**config.mk**
```make
export PLATFORM = sky130hd
export DESIGN_NAME = dac_link_writer
export DESIGN_NICKNAME = d
export VERILOG_FILES = /design/src/rtl/dlw_pkg.sv /design/src/rtl/dlw_tick.sv /design/src/rtl/dlw_frame.sv /design/src/rtl/dlw_seq.sv /design/src/rtl/dac_link_writer.sv
export SDC_FILE = /design/constraint.sdc
export NUM_CORES = 1
export LEC_CHECK = 0
export ABC_AREA = 0
export BUFFER_PORTS_ARGS = -buffer_cell sky130_fd_sc_hd__buf_2
export CORE_UTILIZATION = 50
export CTS_CLUSTER_DIAMETER = 50
export DETAILED_ROUTE_END_ITERATION = 12
export PLACE_DENSITY = 0.7
export SKIP_LAST_GASP = 1
export SLEW_MARGIN = 20
export SYNTH_ARGS = -nofsm -noshare
export SYNTH_HDL_FRONTEND = slang
export SYNTH_SLANG_ARGS = --single-unit
```
**constraint.sdc**
```tcl
create_clock -name clk -period 3.6 [get_ports clk]
set_clock_uncertainty 0.2 [all_clocks]
set_input_delay 0.18 -clock clk [delete_from_list [all_inputs] [get_ports clk]]
set_output_delay 0.18 -clock clk [all_outputs]
set_load 0.05 [all_outputs]
```
**src/rtl/dlw_pkg.sv**
```systemverilog
// Shared types for the DAC update writer.
// Assumes: a frame is a start, whole 9-clock byte slots, and a stop.
package dlw_pkg;
    typedef enum logic [1:0] {
        PH_IDLE,
        PH_START,
        PH_SLOT,
        PH_STOP
    } phase_t;

    localparam int SLOT_BITS = 9;
    localparam int BYTE_BITS = 8;
endpackage

```
**src/rtl/dlw_tick.sv**
```systemverilog
// Quarter-bit strobe generator.
// Makes a one-cycle tick every QTR clocks while run is high. It restarts
// from zero whenever run is low, so the first quarter of a frame is full length.
// Assumes QTR >= 2.
module dlw_tick #(
    parameter int QTR = 31
) (
    input  logic clk,
    input  logic rst_n,
    input  logic run,
    output logic tick
);
    localparam int CW = (QTR > 1) ? $clog2(QTR) : 1;

    logic [CW-1:0] cnt;

    // Count system clocks within one quarter of a bus bit.
    always_ff @(posedge clk) begin
        if (!rst_n || !run) begin
            cnt  <= '0;
            tick <= 1'b0;
        end else if (cnt == CW'(QTR - 1)) begin
            cnt  <= '0;
            tick <= 1'b1;
        end else begin
            cnt  <= cnt + 1'b1;
            tick <= 1'b0;
        end
    end

    // Ticks are isolated pulses, never back to back.
    assert_tick_gap_R6: assert property (@(posedge clk) disable iff (!rst_n)
        tick |=> !tick);
endmodule

```
**src/rtl/dlw_frame.sv**
```systemverilog
// Byte selector for the three-byte write frame.
// Index 0 is the address with the write bit, index 1 is the command byte,
// and index 2 is the DAC code. Purely combinational.
module dlw_frame #(
    parameter logic [4:0] ADDR_HI  = 5'b01011,
    parameter logic [7:0] CMD_BYTE = 8'h00,
    parameter int         IDX_W    = 2
) (
    input  logic [IDX_W-1:0] idx,
    input  logic [1:0]       strap,
    input  logic [7:0]       value,
    output logic [7:0]       byte_o
);
    // Pick the byte for the current slot index.
    always_comb begin
        case (idx)
            IDX_W'(0): byte_o = {ADDR_HI, strap, 1'b0};
            IDX_W'(1): byte_o = CMD_BYTE;
            default:   byte_o = value;
        endcase
    end
endmodule

```
**src/rtl/dlw_seq.sv**
```systemverilog
// Frame sequencer. Steps start, byte slots and stop in quarter-bit phases:
//   slot: q0 clock low (data held), q1 data set, q2/q3 clock high.
//   start: data falls in q1 while the clock is high; the clock falls in q3.
//   stop: data pulled low in q1, clock rises in q2, data released in q3.
// The pin enables are registered one cycle behind the phase decode.
// The data line input is synchronised before the acknowledge sample.
module dlw_seq
    import dlw_pkg::*;
#(
    parameter int BYTES = 3,
    parameter int IDX_W = 2
) (
    input  logic             clk,
    input  logic             rst_n,
    input  logic             load,
    input  logic             tick,
    input  logic [7:0]       cur_byte,
    input  logic             sda_in,
    output logic [IDX_W-1:0] byte_idx,
    output logic             accept,
    output logic             busy,
    output logic             done,
    output logic             nack_err,
    output logic             scl_oe,
    output logic             sda_oe
);
    phase_t     ph;
    logic [1:0] qtr;
    logic [3:0] bit_idx;
    logic       sda_s1, sda_s2;
    logic       scl_nx, sda_nx, bitv;
    logic [2:0] pos;

    assign busy   = (ph != PH_IDLE);
    assign accept = load && (ph == PH_IDLE);

    // Two-flop synchroniser for the sensed data line.
    always_ff @(posedge clk) begin
        if (!rst_n) begin
            sda_s1 <= 1'b1;
            sda_s2 <= 1'b1;
        end else begin
            sda_s1 <= sda_in;
            sda_s2 <= sda_s1;
        end
    end

    // Bit value for the current slot; the acknowledge slot releases the line.
    always_comb begin
        pos  = 3'd7 - bit_idx[2:0];
        bitv = (bit_idx == 4'(BYTE_BITS)) ? 1'b1 : cur_byte[pos];
    end

    // Pin enable decode for the current phase and quarter.
    always_comb begin
        case (ph)
            PH_START: begin
                scl_nx = (qtr == 2'd3);
                sda_nx = (qtr != 2'd0);
            end
            PH_SLOT: begin
                scl_nx = !qtr[1];
                sda_nx = (qtr == 2'd0) ? sda_oe : !bitv;
            end
            PH_STOP: begin
                scl_nx = !qtr[1];
                sda_nx = (qtr == 2'd0) ? sda_oe : (qtr != 2'd3);
            end
            default: begin
                scl_nx = 1'b0;
                sda_nx = 1'b0;
            end
        endcase
    end

    // Phase, slot and byte stepping, acknowledge sampling and status flags.
    always_ff @(posedge clk) begin
        if (!rst_n) begin
            ph       <= PH_IDLE;
            qtr      <= 2'd0;
            bit_idx  <= 4'd0;
            byte_idx <= '0;
            done     <= 1'b0;
            nack_err <= 1'b0;
            scl_oe   <= 1'b0;
            sda_oe   <= 1'b0;
        end else begin
            done   <= 1'b0;
            scl_oe <= scl_nx;
            sda_oe <= sda_nx;
            if (ph == PH_IDLE) begin
                if (load) begin
                    ph       <= PH_START;
                    qtr      <= 2'd0;
                    bit_idx  <= 4'd0;
                    byte_idx <= '0;
                    nack_err <= 1'b0;
                end
            end else if (tick) begin
                qtr <= qtr + 2'd1;
                if (ph == PH_SLOT && bit_idx == 4'(BYTE_BITS) && qtr == 2'd2)
                    nack_err <= sda_s2;
                if (qtr == 2'd3) begin
                    case (ph)
                        PH_START: begin
                            ph      <= PH_SLOT;
                            bit_idx <= 4'd0;
                        end
                        PH_SLOT: begin
                            if (bit_idx == 4'(SLOT_BITS - 1)) begin
                                bit_idx <= 4'd0;
                                if (nack_err || byte_idx == IDX_W'(BYTES - 1))
                                    ph <= PH_STOP;
                                else
                                    byte_idx <= byte_idx + 1'b1;
                            end else begin
                                bit_idx <= bit_idx + 4'd1;
                            end
                        end
                        default: begin
                            ph   <= PH_IDLE;
                            done <= 1'b1;
                        end
                    endcase
                end
            end
        end
    end

    // Data moves inside byte slots only while the clock is held low.
    assert_sda_clock_low_R5: assert property (@(posedge clk) disable iff (!rst_n)
        (ph == PH_SLOT && !$stable(sda_oe)) |-> (scl_oe && $past(scl_oe)));

    // A refused acknowledge sends the sequencer straight to stop.
    assert_nack_to_stop_R7: assert property (@(posedge clk) disable iff (!rst_n)
        (ph == PH_SLOT && bit_idx == 4'(BYTE_BITS) && qtr == 2'd3 && tick && nack_err)
        |=> (ph == PH_STOP));

    // done is a lone pulse.
    assert_done_single_R9: assert property (@(posedge clk) disable iff (!rst_n)
        done |=> !done);

    // done arrives as busy falls.
    assert_done_at_idle_R9: assert property (@(posedge clk) disable iff (!rst_n)
        done |-> (!busy && $past(busy)));
endmodule

```
**src/rtl/dac_link_writer.sv**
```systemverilog
// Top of the DAC update writer. Latches the code and straps on an accepted
// load and feeds the frame selector and the sequencer. The lines are
// open-drain: an enable of 1 pulls the line low.
// Assumes the pull-ups are external and no slave stretches the clock.
module dac_link_writer #(
    parameter int         CLK_HZ   = 50_000_000,
    parameter int         BUS_HZ   = 400_000,
    parameter logic [4:0] ADDR_HI  = 5'b01011,
    parameter logic [7:0] CMD_BYTE = 8'h00
) (
    input  logic       clk,
    input  logic       rst_n,
    input  logic       load_i,
    input  logic [7:0] value_i,
    input  logic [1:0] strap_i,
    input  logic       sda_i,
    output logic       scl_oe_o,
    output logic       sda_oe_o,
    output logic       busy_o,
    output logic       done_o,
    output logic       nack_err_o
);
    localparam int QTR   = CLK_HZ / (4 * BUS_HZ);
    localparam int BYTES = 3;
    localparam int IDX_W = $clog2(BYTES);

    logic [7:0]       val_q;
    logic [1:0]       strap_q;
    logic [7:0]       cur_byte;
    logic [IDX_W-1:0] byte_idx;
    logic             tick, accept;

    // Capture the code and straps on an accepted load.
    always_ff @(posedge clk) begin
        if (!rst_n) begin
            val_q   <= 8'h00;
            strap_q <= 2'b00;
        end else if (accept) begin
            val_q   <= value_i;
            strap_q <= strap_i;
        end
    end

    dlw_tick #(.QTR(QTR)) u_tick (
        .clk   (clk),
        .rst_n (rst_n),
        .run   (busy_o),
        .tick  (tick)
    );

    dlw_frame #(.ADDR_HI(ADDR_HI), .CMD_BYTE(CMD_BYTE), .IDX_W(IDX_W)) u_frame (
        .idx    (byte_idx),
        .strap  (strap_q),
        .value  (val_q),
        .byte_o (cur_byte)
    );

    dlw_seq #(.BYTES(BYTES), .IDX_W(IDX_W)) u_seq (
        .clk      (clk),
        .rst_n    (rst_n),
        .load     (load_i),
        .tick     (tick),
        .cur_byte (cur_byte),
        .sda_in   (sda_i),
        .byte_idx (byte_idx),
        .accept   (accept),
        .busy     (busy_o),
        .done     (done_o),
        .nack_err (nack_err_o),
        .scl_oe   (scl_oe_o),
        .sda_oe   (sda_oe_o)
    );

    // A load while busy leaves the latched frame contents untouched.
    assert_hold_busy_R8: assert property (@(posedge clk) disable iff (!rst_n)
        (busy_o && load_i) |=> ($stable(val_q) && $stable(strap_q)));
endmodule

```
== Word level (Yosys, flattened, before mapping) ==
Index checks and enable logic that the tools add are counted.

* Bits in registers: 32
* Latch bits: 0
* Bits in writable memories: 0
* Bits in read-only memories: 0
* Input port bits: 14
* Word-level logic and storage cells: 105
* Memories kept: 0

* Add/subtract/negate cells: 5
* Multipliers: 0
* Divide/modulo/power cells: 0
* Order comparisons: 1
* Equal/unequal tests: 16
* Shifts and indexed selects: 0
* Muxes and demuxes: 36
* Bitwise gates (word level): 3
* Reductions and logical operators: 30

{| class="wikitable"
|+ Operator list
! cell !! number
|-
| $mux 2 || 15
|-
| $mux 4 || 5
|-
| $pmux 8 s2 || 1
|-
| $reduce_bool 2->1 || 7
|-
| $eq 2x2->1 const B || 5
|-
| $mux 1 || 10
|-
| $ne 2x2->1 const B || 4
|-
| $pmux 4 s2 || 1
|-
| $logic_not 2->1 || 3
|-
| $ne 3x2->1 const B || 2
|-
| $reduce_and 6->1 || 1
|-
| $reduce_or 2->1 || 3
|-
| $add 5x1->5 const B || 1
|-
| $eq 5x5->1 const B || 1
|-
| $reduce_and 5->1 || 1
|-
| $add 2x1->2 const B || 2
|-
| $add 4x1->4 const B || 1
|-
| $eq 2x1->1 const B || 2
|-
| $eq 4x4->1 const B || 1
|-
| $logic_not 1->1 || 4
|-
| $lt 3x4->1 const B || 1
|-
| $pmux 2 s2 || 1
|-
| $reduce_and 2->1 || 2
|-
| $reduce_and 4->1 || 1
|-
| other kinds (11) || 16
|}

== Longest topological paths before layout ==
* Word-level depth: 8
* Gate-level depth with buffers: 8
* Depth with buffers taken out: 7

== Modules after synthesis ==
A second synthesis with hierarchy kept.

* Cell total of the unflattened synthesis: 171
* Area, all modules: 1,671.6 sq um

{| class="wikitable"
|+ Modules (own cells, without submodules)
! module !! instances !! cells an instance !! area an instance (sq um)
|-
| dlw_seq || 1 || 107 || 973.4
|-
| dac_link_writer || 1 || 31 || 374.1
|-
| dlw_tick || 1 || 23 || 227.7
|-
| dlw_frame || 1 || 10 || 96.3
|}

== Least setup slack after synthesis ==
Ideal clock, no wire load.

* Path type: register to register
* From: register u_seq.bit_idx[0]
* To: register u_seq.sda_oe
* Arrival: 1.642 ns
* Data required time: 3.333 ns
* Slack: 1.691 ns
* Stages on the path, launching flop included: 9
* Buffers on the path: 1
* Clock period less this slack: 1.909 ns
* Cells stage by stage: dfxtp_1 clkdlybuf4s18_2 inv_1 ha_1 and3b_1 a211oi_1 o31ai_1 a221o_1 a21oi_2

* Cells in the longest elaborated chain, start to end: 7

{| class="wikitable"
|+ RTL lines
! item !! line !! source
|-
| from (decl) || dlw_seq.sv:29 || <nowiki>logic [3:0] bit_idx;</nowiki>
|-
| from (signal assigned) || dlw_seq.sv:117 || <nowiki>bit_idx <= bit_idx + 4'd1;</nowiki>
|-
| $sub 3x3->3 || dlw_seq.sv:50 || <nowiki>pos = 3'd7 - bit_idx[2:0];</nowiki>
|-
| $bmux 1 s3 || dlw_seq.sv:51 || <nowiki>bitv = (bit_idx == 4'(BYTE_BITS)) ? 1'b1 : cur_byte[pos];</nowiki>
|-
| $mux 1 (implied by the code) || dlw_seq.sv:51 ||
|-
| $mux 1 (*) || dlw_seq.sv:51 ||
|-
| $logic_not 1->1 (*) || dlw_seq.sv:63 || <nowiki>sda_nx = (qtr == 2'd0) ? sda_oe : !bitv;</nowiki>
|-
| $mux 1 (*) || dlw_seq.sv:63 ||
|-
| $pmux 1 s3 (*) || dlw_seq.sv:56 || <nowiki>case (ph)</nowiki>
|-
| to (signal assigned) || dlw_seq.sv:90 || <nowiki>sda_oe <= sda_nx;</nowiki>
|-
| to (decl) || dlw_seq.sv:25 || <nowiki>output logic sda_oe</nowiki>
|}

Every way passes the cells marked *; elsewhere a longest branch is shown, timed or not. The select of a mux whose other input is x is not followed.
A chain may end at the register's enable or synchronous reset.

== Worst setup path after layout ==
* From: register u_seq.ph[1]
* To: register u_seq.bit_idx[0]

* Cells in the longest elaborated chain, start to end: 5

{| class="wikitable"
|+ RTL lines
! item !! line !! source
|-
| from (decl) || dlw_seq.sv:27 || <nowiki>phase_t ph;</nowiki>
|-
| from (signal assigned) || dlw_seq.sv:79 || <nowiki>ph <= PH_IDLE;</nowiki>
|-
| from (signal assigned) || dlw_seq.sv:93 || <nowiki>ph <= PH_START;</nowiki>
|-
| from (signal assigned) || dlw_seq.sv:106 || <nowiki>ph <= PH_SLOT;</nowiki>
|-
| $eq 2x2->1 or $eq 2x1->1 (tied branches) || dlw_seq.sv:104 || <nowiki>case (ph)</nowiki>
|-
| $pmux 4 s2 || dlw_seq.sv:104 ||
|-
| $mux 4 || dlw_seq.sv:103 || <nowiki>if (qtr == 2'd3) begin</nowiki>
|-
| $mux 4 || dlw_seq.sv:99 || <nowiki>end else if (tick) begin</nowiki>
|-
| $mux 4 || dlw_seq.sv:91 || <nowiki>if (ph == PH_IDLE) begin</nowiki>
|}

Several ways; a longest one is shown, not always the timed one. The select of a mux whose other input is x is not followed.

==> impl_metrics.py <==
metrics = {
    "outcome": {
        "run_status": "finished clean",
    },
    "detailed_routing": {
        "post_drt_wl_per_cell_um": 11.63,
        "drcViolationCount": 0,
        "postRouteWirelength_um": 3083,
        "drt_first_iter_violations": 48,
        "routed_via_count": 1329,
        "detailedRoute.firstPassIterationCount": 4,
        "route.detailed.vias_per_inst": 5.015,
        "route.antenna.remaining_nets": 0,
    },
    "synth": {
        "synth_enable_flop_cells": 0,
        "synth_largest_type_area_fraction": 0.3978,
        "yosys_register_bits": 32,
        "yosys_warnings": 0,
        "yosys-top-cells-count": "dfxtp_1 (32), nand2_1 (32), nor2_1 (18)",
        "synth_top_cells_by_area": "dfxtp_1 (40%), ha_1 (11%), nand2_1 (7.5%), a21boi_0 (4.7%), nor2_1 (4.2%)",
        "ys_types": 38,
        "most_area_hungry_cell_type_in_the_yosys_netlist": "dfxtp_1",
        "synth_area_per_cell_sq_um": 8.565,
        "synth_sequential_area_ratio": 0.3978,
        "syn_area_sq_um": 1610,
        "synthArstFlopShare": 0,
        "yosys_most_used_dff": "dfxtp_1",
        "post_synth_inst_count": 188,
        "syn_nets": 216,
    },
    "clock_network": {
        "cts_hold_buf": 13,
        "cts_setup_buffers": 0,
        "clkTransAtPathRegs_ns": 0.11,
        "tritoncts": "yes",
        "clock_sink_count": 32,
        "clk_path_buf_depth": 2,
        "clock-root-buffer": "clkbuf_4",
        "tritoncts.num_buffers": 5,
        "cts-resized-gates": 0,
        "ctsHtreeMaxLevel": 2,
        "clk_latency_ns": 0.35,
    },
    "floorplanning": {
        "num_rows": 20,
        "core_area_sq_um": 3053,
        "floorplan.die.height_um": 58.75,
        "die_x_um": 58.75,
        "start_util": 0.5275,
        "area_of_the_die_sq_um": 3452,
        "ioPinCount": 19,
    },
    "setup_path": {
        "worst_ep_arrival_time_ns": 2.38,
        "crit_path_max_fanout": 15,
        "setup.worst_path.class": "reg -> reg",
        "startpoint_type": "register",
        "required_ns": 3.64,
        "timing.critical_path.to_type": "register",
    },
    "timing": {
        "max_slew_margin": 0.6663,
        "unrepaired_setup_endpoints_after_global_routing": "false",
        "timing.final.crit_period_ns": 2.344,
        "worstMarginPinSlew_ns": 0.4994,
        "clock.fmax_mhz": 426.6,
        "setup-tns-final_ns": 0,
        "drv_slew": 0,
        "setup_viol_count_final": 0,
        "finalHoldViolCount": 0,
        "final.period_utilization": 0.6511,
        "worst_hold_slack_ns": 0.2288,
    },
    "cells_and_area": {
        "nNetsFinal": 248,
        "count_of_antenna_diodes_in_the_layout": 0,
        "fillerInstances": 279,
        "area.growth.synth_to_final_pct": 19.04,
        "finalNonFillerCells": 265,
        "finish.instance_area_sq_um": 1917,
        "layout-drive-gt1-share": 0.1448,
    },
    "pwr": {
        "report.power.total_uw": 722.7,
        "irDropWorstVdd_v": 0.0002255,
        "leakage_power_total_nw": 0.7837,
        "power-per-cell-area_nw_per_um2": 377.1,
    },
    "place": {
        "placement.cell_area_sq_um": 1725,
        "io_buffer_count": 18,
        "globalplace.congestion": 0.8113,
        "dp_hpwl_um": 2188,
        "post-place-cells": 244,
    },
    "global_routing": {
        "grt_antenna_before_repair": 0,
        "grt_first_pass_wirelength_um": 5451,
        "number_of_global_route_vias_before_repair": 1289,
        "gr-total-overflow": 0,
        "global_route.usage.total": 0.2130,
        "grt_start_max_net_pins": 26,
    },
    "run": {
        "timing.max_cap.violations": 0,
    },
    "min_path": {
        "hp-class": "reg -> reg",
    },
}
-- report_power, final --
group	switching (mW)	leakage (nW)	internal, mW
Clock	0.134	0.0274	0.0767
Combinational	0.0740	0.496	0.0535
Sequential	0.0136	0.261	0.371
Total	0.222	0.784	0.501
-- final timing paths --
check                                        end    startpoint  cells after the start  slack (ns)
worst max-delay path            u_seq.bit_idx[0]   u_seq.ph[1]                      7        1.26
worst min-delay path                u_seq.sda_s2  u_seq.sda_s1                      1        0.23
worst max register to register  u_seq.bit_idx[0]   u_seq.ph[1]                      7        1.26
worst min register to register      u_seq.sda_s2  u_seq.sda_s1                      1        0.23
-- routing by layer --
metal | track usage | part of all wire
met3 | 0.04615 | 0.037
met2 | 0.3442 | 0.46
met1 | 0.2582 | 0.47
met4 | 0.1293 | 0.023
met5 | 0 | 0
-- cell families after synthesis --
family,share of synthesized area
buf+inv,0.05128
flops,0.3978
simple gates,0.2145
mux,0.02875
xor+xnor,0.03264
fa+ha+maj,0.1088
compound gates,0.1663
-- placed cells by master (no fill, tap or decap), types with 2 or more instances in the layout --
master         instances
a21boi_0              10
a21oi_1                9
a22oi_1                2
a31oi_1                2
and2_1                 2
buf_2                 18
clkbuf_4               5
clkinvlp_4             2
dfxtp_1               32
dlygate4sd3_1         13
ha_1                  14
inv_1                 14
mux2i_1                2
nand2_1               32
nand2b_1               2
nand3_1                4
nand4_1                2
nor2_1                18
nor2b_1                6
nor3b_1                2
o21ai_0                6
o31ai_1                2
xnor2_1                3
xor2_1                 3
-- critical path, stage by stage, from the launching register on --
cell     delay (ns)
dfxtp_1        0.36
inv_1          0.09
ha_1           0.36
nand2_1        0.40
a21oi_1        0.48
o31ai_1        0.15
nand2_1        0.13
nor2_1         0.06
-- per-stage QoR --
| stage | worst slack (ns) | utilization |
|---|---|---|
| global route | 1.053 | 0.6279 |
| detailed placement | 1.322 | 0.5652 |
| CTS | 1.287 | 0.6279 |
| floorplan | 1.691 | - |
| finish | 1.256 | 0.6279 |
| global placement | 1.485 | 0.5652 |
-- cell type report --
cell class,instances,area (sq um),area share
multi-input combinational,136,887.1,0.4628
sequential,32,640.6,0.3342
timing repair buffer,31,220.2,0.1149
tap,44,55.05,0.02872
inverter,14,52.55,0.02742
clock buffer,5,37.54,0.01958
clock inverter,3,23.77,0.01240
-- flip-flops by register name, indices dropped and copies added (netlist names) --
| name | cells |
|---|---|
| u_seq.sda_s1 | 1 |
| u_seq.ph | 2 |
| u_seq.scl_oe | 1 |
| u_seq.sda_oe | 1 |
| u_tick.cnt | 5 |
| val_q | 8 |
| u_seq.done | 1 |
| u_seq.nack_err | 1 |
| u_seq.qtr | 2 |
| u_seq.bit_idx | 4 |
| u_tick.tick | 1 |
| u_seq.sda_s2 | 1 |
| u_seq.byte_idx | 2 |
| strap_q | 2 |
No activity file was read; power rests on OpenSTA's default activity.
